## config.mk

```make
export PLATFORM = sky130hd
export DESIGN_NAME = gate_seq
export DESIGN_NICKNAME = d
export VERILOG_FILES = /design/src/rtl/gs_pkg.sv /design/src/rtl/gs_sync.sv /design/src/rtl/gs_guard.sv /design/src/rtl/gs_fsm.sv /design/src/rtl/gate_seq.sv
export SDC_FILE = /design/constraint.sdc
export NUM_CORES = 1
export LEC_CHECK = 0
export ABC_AREA = 1
export BUFFER_PORTS_ARGS = -buffer_cell sky130_fd_sc_hd__buf_2
export CAP_MARGIN = 20
export CORE_UTILIZATION = 45
export DETAILED_ROUTE_END_ITERATION = 12
export PLACE_DENSITY = 0.72
export SYNTH_ARGS = -nofsm -noshare
export SYNTH_HDL_FRONTEND = slang
export SYNTH_SLANG_ARGS = --single-unit
```

## constraint.sdc

```tcl
create_clock -name clk -period 2 [get_ports clk]
set_input_delay 0.3 -clock clk [delete_from_list [all_inputs] [get_ports clk]]
set_output_delay 0.3 -clock clk [all_outputs]
set_load 0.01 [all_outputs]
```

## src/rtl/gs_pkg.sv

```systemverilog
package gs_pkg;

    typedef enum logic [2:0] {
        GS_IDLE,
        GS_ARM_LO,
        GS_LO_ON,
        GS_ARM_HI,
        GS_HI_ON
    } gs_state_e;

    typedef struct packed {
        logic hi_dis;
        logic lo_dis;
    } gs_sense_t;

    localparam int GS_SENSE_W = $bits(gs_sense_t);

    function automatic gs_state_e gs_arm_for(input logic want_hi);
        return want_hi ? GS_ARM_HI : GS_ARM_LO;
    endfunction

    function automatic logic gs_side_hi(input gs_state_e s);
        return (s == GS_ARM_HI) || (s == GS_HI_ON);
    endfunction

endpackage

```

## src/rtl/gs_sync.sv

```systemverilog
module gs_sync #(
    parameter int WIDTH  = 2,
    parameter int STAGES = 2
) (
    input  logic             clk,
    input  logic             rst,
    input  logic [WIDTH-1:0] d,
    output logic [WIDTH-1:0] q
);
    localparam int LAST = STAGES - 1;

    logic [WIDTH-1:0] pipe [STAGES];

    always_ff @(posedge clk) begin
        if (rst) begin
            for (int i = 0; i < STAGES; i++) pipe[i] <= '0;
        end else begin
            pipe[0] <= d;
            for (int i = 1; i < STAGES; i++) pipe[i] <= pipe[i-1];
        end
    end

    assign q = pipe[LAST];

endmodule

```

## src/rtl/gs_guard.sv

```systemverilog
module gs_guard #(
    parameter int GUARD = 4
) (
    input  logic clk,
    input  logic rst,
    input  logic restart,
    input  logic flag,
    output logic done
);
    localparam int          CW   = $clog2(GUARD + 1);
    localparam logic [CW-1:0] LAST = CW'(GUARD - 1);

    logic [CW-1:0] cnt;

    assign done = flag && (cnt == LAST);

    always_ff @(posedge clk) begin
        if (rst || restart || !flag)
            cnt <= '0;
        else if (!done)
            cnt <= cnt + CW'(1);
    end

    AST_GUARD_BOUND: assert property (@(posedge clk) disable iff (rst)
        cnt <= LAST);

    AST_GUARD_RESTART: assert property (@(posedge clk) disable iff (rst)
        (!flag || restart) |=> (cnt == '0));

endmodule

```

## src/rtl/gs_fsm.sv

```systemverilog
module gs_fsm
    import gs_pkg::*;
(
    input  logic      clk,
    input  logic      rst,
    input  logic      active,
    input  logic      want_hi,
    input  gs_sense_t sense,
    input  logic      done,
    output logic      guard_flag,
    output logic      restart,
    output logic      hi_drv,
    output logic      lo_drv
);
    gs_state_e state, nxt;

    always_comb begin
        nxt = state;
        if (!active) begin
            nxt = GS_IDLE;
        end else begin
            unique case (state)
                GS_IDLE:   nxt = gs_arm_for(want_hi);
                GS_ARM_LO: if (want_hi) nxt = GS_ARM_HI;
                           else if (done) nxt = GS_LO_ON;
                GS_LO_ON:  if (want_hi) nxt = GS_ARM_HI;
                GS_ARM_HI: if (!want_hi) nxt = GS_ARM_LO;
                           else if (done) nxt = GS_HI_ON;
                GS_HI_ON:  if (!want_hi) nxt = GS_ARM_LO;
                default:   nxt = GS_IDLE;
            endcase
        end
    end

    always_comb begin
        unique case (state)
            GS_ARM_LO: guard_flag = sense.hi_dis;
            GS_ARM_HI: guard_flag = sense.lo_dis;
            default:   guard_flag = 1'b0;
        endcase
    end

    assign restart = (nxt != state);
    assign hi_drv  = (state == GS_HI_ON);
    assign lo_drv  = (state == GS_LO_ON);

    always_ff @(posedge clk) begin
        if (rst) state <= GS_IDLE;
        else     state <= nxt;
    end

    AST_CANCEL_TO_HI: assert property (@(posedge clk) disable iff (rst)
        (state == GS_ARM_LO && active && want_hi) |=> (state == GS_ARM_HI));

    AST_CANCEL_TO_LO: assert property (@(posedge clk) disable iff (rst)
        (state == GS_ARM_HI && active && !want_hi) |=> (state == GS_ARM_LO));

    AST_IDLE_ON_DROP: assert property (@(posedge clk) disable iff (rst)
        !active |=> (state == GS_IDLE));

    AST_SIDE_FOLLOWS: assert property (@(posedge clk) disable iff (rst)
        (active && $past(active) && state != GS_IDLE) |-> (gs_side_hi(state) == $past(want_hi)));

endmodule

```

## src/rtl/gate_seq.sv

```systemverilog
module gate_seq
    import gs_pkg::*;
#(
    parameter int GUARD_CYCLES = 4,
    parameter int SYNC_STAGES  = 2
) (
    input  logic clk,
    input  logic rst,
    input  logic pwm_hi,
    input  logic enable,
    input  logic supply_ok,
    input  logic hi_gate_dis,
    input  logic lo_gate_dis,
    output logic hi_on,
    output logic lo_on
);
    gs_sense_t sense_raw, sense_s;
    logic      active;
    logic      guard_flag, restart, done;
    logic      hi_drv, lo_drv;

    assign sense_raw.hi_dis = hi_gate_dis;
    assign sense_raw.lo_dis = lo_gate_dis;
    assign active           = enable && supply_ok;

    gs_sync #(.WIDTH(GS_SENSE_W), .STAGES(SYNC_STAGES)) u_sync (
        .clk (clk),
        .rst (rst),
        .d   (sense_raw),
        .q   (sense_s)
    );

    gs_guard #(.GUARD(GUARD_CYCLES)) u_guard (
        .clk     (clk),
        .rst     (rst),
        .restart (restart),
        .flag    (guard_flag),
        .done    (done)
    );

    gs_fsm u_fsm (
        .clk        (clk),
        .rst        (rst),
        .active     (active),
        .want_hi    (pwm_hi),
        .sense      (sense_s),
        .done       (done),
        .guard_flag (guard_flag),
        .restart    (restart),
        .hi_drv     (hi_drv),
        .lo_drv     (lo_drv)
    );

    assign hi_on = hi_drv && active;
    assign lo_on = lo_drv && active;

    AST_NO_OVERLAP: assert property (@(posedge clk) disable iff (rst)
        !(hi_on && lo_on));

    AST_LO_BREAK_FIRST: assert property (@(posedge clk) disable iff (rst)
        $rose(lo_on) |-> !$past(hi_on));

    AST_LO_NEEDS_SENSE: assert property (@(posedge clk) disable iff (rst)
        $rose(lo_on) |-> $past(sense_s.hi_dis));

    AST_HI_NEEDS_SENSE: assert property (@(posedge clk) disable iff (rst)
        $rose(hi_on) |-> ($past(sense_s.lo_dis) && !$past(lo_on)));

    AST_HI_RELEASE: assert property (@(posedge clk) disable iff (rst)
        (hi_on && !pwm_hi) |=> !hi_on);

endmodule

```

== Word level (Yosys, flattened, before mapping) ==
Memory sizes are Yosys's and may differ from the RTL's.
Cells that the tools add are included.

* $add $sub $neg: 1
* Equality and inequality tests: 6
* Mux-type cells: 15
* Bitwise operators: 2
* Reduce and logical (&&, ||, !) cells: 8

{| class="wikitable"
|+ Operators with widths
! cell !! number
|-
| 3-bit two-way mux || 7
|-
| 3-bit one-hot mux with 5 select lines || 1
|-
| 3-bit by 2-bit equality test with 1-bit output, second input constant || 3
|-
| 2-bit two-way mux || 3
|-
| 1-bit logical AND || 4
|-
| 3-bit by 1-bit adder with 3-bit output, second input constant || 1
|-
| 3-bit by 1-bit equality test with 1-bit output, second input constant || 1
|-
| 3-bit equality test, second input constant || 1
|-
| 3-bit zero test || 1
|-
| 1-bit two-way mux || 3
|-
| 3-bit != test || 1
|-
| 1-bit logical OR || 2
|-
| 1-bit bitwise OR || 2
|-
| 1-bit one-hot mux with 2 select lines || 1
|-
| 1-bit zero test || 1
|}

* Bits in registers: 6
* RAM bits: 4
* Word-level logic and storage cells: 35
* Memories kept: 1

{| class="wikitable"
|+ Memories
! name !! depth !! bits a word !! rd ports !! clocked after memory_dff !! write ports !! line !! RTL
|-
| u_sync.pipe || 2 || 2 || 2 || 0 || 2 || gs_sync.sv:12 || <nowiki>logic [WIDTH-1:0] pipe [STAGES];</nowiki>
|}

== Depth between registers and ports, before layout ==
* Depth after elaboration: 10
* Gate-level depth with buffers: 14
* Gate-level depth less buffers: 13

== Hierarchy ==
From an unflattened synthesis, not the netlist that was laid out.

* Cell total of the unflattened synthesis: 103
* Area total of the unflattened synthesis: 644.4 um^2

{| class="wikitable"
|+ By module, submodules not included
! module !! times used !! cells each !! area an instance (um^2) !! seq. area each (um^2)
|-
| gs_fsm || 1 || 58 || 329.1 || 60.1
|-
| gs_guard || 1 || 25 || 167.7 || 60.1
|-
| gs_sync || 1 || 14 || 125.1 || 80.1
|-
| gate_seq || 1 || 6 || 22.5 || 0.0
|}

== Worst setup path before layout ==
No wires, ideal clock.

* Kind: register to register
* Start: register u_guard.cnt[0]
* End: register u_guard.cnt[0]
* Data arrival time: 1273 ps
* Required time: 1889 ps
* Path slack: 616 ps
* Stages on the path, launching flop included: 13
* Buffers on the path: 0
* Cell sequence: dfxtp_1 > ha_1 > ha_1 > nand2_4 > nand2_2 > nand2_1 > nand2_1 > nand2_1 > nand2_1 > nand2_1 > nand2_1 > nand3_2 > nor2_1

* Cells in the longest elaborated chain, start to end: 9

{| class="wikitable"
|+ Ends and longest elaborated chain
! what !! line !! RTL
|-
| from (decl) || gs_guard.sv:13 || <nowiki>logic [CW-1:0] cnt;</nowiki>
|-
| from (signal assigned) || gs_guard.sv:21 || <nowiki>cnt <= cnt + CW'(1);</nowiki>
|-
| 3-bit by 2-bit equality test with 1-bit output || gs_guard.sv:15 || <nowiki>assign done = flag && (cnt == LAST);</nowiki>
|-
| 1-bit logical AND || gs_guard.sv:15 ||
|-
| 3-bit two-way mux (on tied branches) || gs_fsm.sv:28, gs_fsm.sv:25 ||
|-
| 3-bit two-way mux (on tied branches) || gs_fsm.sv:27, gs_fsm.sv:24 ||
|-
| 3-bit one-hot mux with 5 select lines || gs_fsm.sv:22 || <nowiki>unique case (state)</nowiki>
|-
| 3-bit two-way mux || gs_fsm.sv:19 || <nowiki>if (!active) begin</nowiki>
|-
| 3-bit != test || gs_fsm.sv:43 || <nowiki>assign restart = (nxt != state);</nowiki>
|-
| 1-bit logical OR (2 in a row) || gs_guard.sv:18 || <nowiki>if (rst || restart || !flag)</nowiki>
|}

Several ways; a longest one is shown, not always the timed one.
A chain may end at the register's enable or synchronous reset.

== Final worst setup path ==
* Start: register u_fsm.state[1]
* End: register u_guard.cnt[2]

* Cells in the longest elaborated chain, start to end: 10

{| class="wikitable"
|+ Ends and longest elaborated chain
! what !! line !! RTL
|-
| from (decl) || gs_fsm.sv:15 || <nowiki>gs_state_e state, nxt;</nowiki>
|-
| from (signal assigned) || gs_fsm.sv:49 || <nowiki>else state <= nxt;</nowiki>
|-
| 3-bit by 2-bit equality test with 1-bit output / 3-bit by 1-bit equality test with 1-bit output (equally long branches) || gs_fsm.sv:22, gs_fsm.sv:36 ||
|-
| 1-bit one-hot mux with 2 select lines || gs_fsm.sv:36 || <nowiki>unique case (state)</nowiki>
|-
| 1-bit logical AND || gs_guard.sv:15 ||
|-
| 3-bit two-way mux (on tied branches) || gs_fsm.sv:28, gs_fsm.sv:25 ||
|-
| 3-bit two-way mux (on tied branches) || gs_fsm.sv:27, gs_fsm.sv:24 ||
|-
| 3-bit one-hot mux with 5 select lines || gs_fsm.sv:22 ||
|-
| 3-bit two-way mux || gs_fsm.sv:19 ||
|-
| 3-bit != test || gs_fsm.sv:43 ||
|-
| 1-bit logical OR (2 in a row) || gs_guard.sv:18 ||
|}

Several ways; a longest one is shown, not always the timed one.

==> reports/summary.txt <==
GRT Total Usage: 17.39%
final setup fails: 0
Antenna Nets Post-Route: 0
I/O Buffers: 8
vias in the first global route: 436
n_diodes: 0
cell accounting for the most synthesized area: dfxtp_1
number of H-tree levels: 1
Root Buffer: clkbuf_4
crit share post-route: 77.63%
Fmax achieved: 644.1 MHz
Post-CTS Setup Repair Bufs: 0
post-route cell area: 669.4 um2
maximum buffer depth of the clock tree: 2
outcome: finished clean
asr flop ratio synth: 0%
Critical Path Start Type: register
# IOs: 9
Post-Syn Area: 604.3 um2
Initial DRC Count: 11
Arr. time, crit path: 1.74 ns
LEAKAGE: 0.3809 nW
Worst Setup End Kind: register
via count: 534
crit-path max FO: 8
Die ar.: 0.001493 mm2
# nets final: 108
synthesized netlist cell count: 88
count leader, synth: nand2_1
RSZ-0062 raised after global routing: false
pwr dens: 555.0 mW/mm2
CTS tree: yes
Core Box Area: 0.001171 mm2
hold bufs inserted after CTS: 0
CTS resizes: 0
total chip power: 0.3715 mW
Final Non-Filler Cells: 111
gpl congestion: 0.7299
Final Hold Vio Count: 0
Ys Warns: 0
Die Height: 38.65 um
Synth top area share: 33.13%
worst hold path class: input pin to register
initial antenna violation count: 0
sequential fraction of the synthesis area: 33.13%
max cap viols: 0
crit-path max cell delay: 0.52 ns
largest net degree at the start of global routing: 9
area post-placement: 646.9 um2
hpwl dp: 778.7 um
worst slack, placed: 0.4667 ns
gr ovfl total: 0
list of most frequent post-synthesis cells: 19 x nand2_1, 16 x inv_1, 15 x nor2_1, 10 x dfxtp_1, 9 x nand3_1
1st-pass router iterations: 4
Starting Density: 51.60%
Post-Syn Nets: 97
via/cell ratio: 4.811
setup_tns: 0 ns
FP Rows: 12
worst vdd ir: 352.1 uV
first-pass GRT wire length: 1711 um
cts bufs inserted: 3
Area contributors post-synth: dfxtp_1 33%, nand2_1 12%, inv_1 9.9%
CP Class: register to register
worst clock skew: 0.003063 ns
hold_ws: 0.2423 ns
Worst Tran Pin Value: 0.3392 ns
synth-to-layout area growth: 10.77%
final core occ: 57.16%
count of different cell masters after synthesis: 21
worst-path cell chain: nand4_2 -> nand2_4 -> nand2_4 -> nand2_2 -> nand2_1 -> nand2_1 -> nand2_1 -> nand2_1 -> nand2_1 -> nand2_1 -> nand3_2 -> nor2_1
crit path max-delay cell type: dfxtp_1
Die W: 38.65 um
clock slew at reported path FFs: 0.06 ns
Post-synth top flop: dfxtp_1
final wirelength: 997 um
Final Max Tran Viols: 0
most frequent CP cell: nand2_1
Num Clock Sinks: 10
fraction of layout instances using a drive strength above 1: 20.62%
Max transition margin: 77.36%
placed insts: 108
Worst Path Required: 2.19 ns
post-synthesis area per instance: 6.867 um2
DR DRC count: 0
final worst slack: 0.4474 ns
clock latency on the worst-skew pair: 0.25 ns
drt wl/cell: 8.982 um
flop and latch count out of synthesis: 10
Tmin final: 1.553 ns
EDFF count, synth: 0
==> kinds of logic (layout without fill, tap and decap cells) <==
family | Yosys count | after routing | share of synthesized area, %
and+or+nand+nor | 50 | 50 | 40.58
buffers and inverters | 19 | 28 | 13.04
DFF | 10 | 10 | 33.13
AOI/OAI and AO/OA | 4 | 4 | 4.140
adders and majority gates | 2 | 2 | 4.140
muxes | 2 | 2 | 3.520
xor gates and xnor gates | 1 | 1 | 1.450
==> worst paths after layout <==
check                                        from  slack [ns]  cells past startpoint                end
worst min register to register  u_sync.pipe[0][0]        0.41                      2  u_sync.pipe[0][2]
worst max-delay path               u_fsm.state[1]        0.45                     12     u_guard.cnt[2]
worst max register to register     u_fsm.state[1]        0.45                     12     u_guard.cnt[2]
worst min-delay path                  hi_gate_dis        0.24                      3  u_sync.pipe[0][1]
==> registers in the layout, indices dropped and copies added, names as in the netlist <==
signal       count
u_guard.cnt      3
u_sync.pipe      4
u_fsm.state      3
==> final cells by class <==
type / count / area, um2
inverter: 17 / 63.81
clock buffer: 3 / 22.52
fill: 120 / 501.7
tap: 14 / 17.52
multi-input combinational: 59 / 325.3
timing repair buffer: 8 / 40.04
sequential: 10 / 200.2
==> where the power goes <==
part | internal, mW | total [mW] | switching [mW]
Combinational | 0.0133 | 0.0347 | 0.0214
Clock | 0.0690 | 0.128 | 0.0590
Sequential | 0.204 | 0.209 | 0.00431
Total | 0.287 | 0.371 | 0.0847
==> layer usage <==
metal / vias up / part of all wire (%) / global-route usage [%]
met1: 231 / 51 / 22.94
li1: 290 / - / -
met4: 0 / 1.1 / 12.93
met2: 11 / 43 / 24.58
met3: 2 / 4.8 / 3.468
met5: - / 0 / 0
==> worst max-delay path, delay by kind of cell, from the launching register on <==
| family | cells | cell delay (ns) |
|---|---|---|
| flops | 1 | 0.52 |
| simple gates | 12 | 0.98 |
==> layout by cell type, fill, tap and decap left out <==
cell	Yosys	final
mux2i_1	1	1
nand3_2	2	2
inv_2	1	1
nand2_1	19	19
nor2_1	15	15
nand4_2	1	1
inv_1	16	16
a211oi_1	1	1
ha_1	2	2
o21ai_1	1	1
nand2_4	2	2
nand3_1	9	9
nor2_4	1	1
clkbuf_4	0	3
xor2_1	1	1
dfxtp_1	10	10
buf_2	0	8
mux2_2	1	1
o31ai_1	1	1
nand2_2	1	1
o21ai_0	1	1
(Power assumes the default switching activity.)
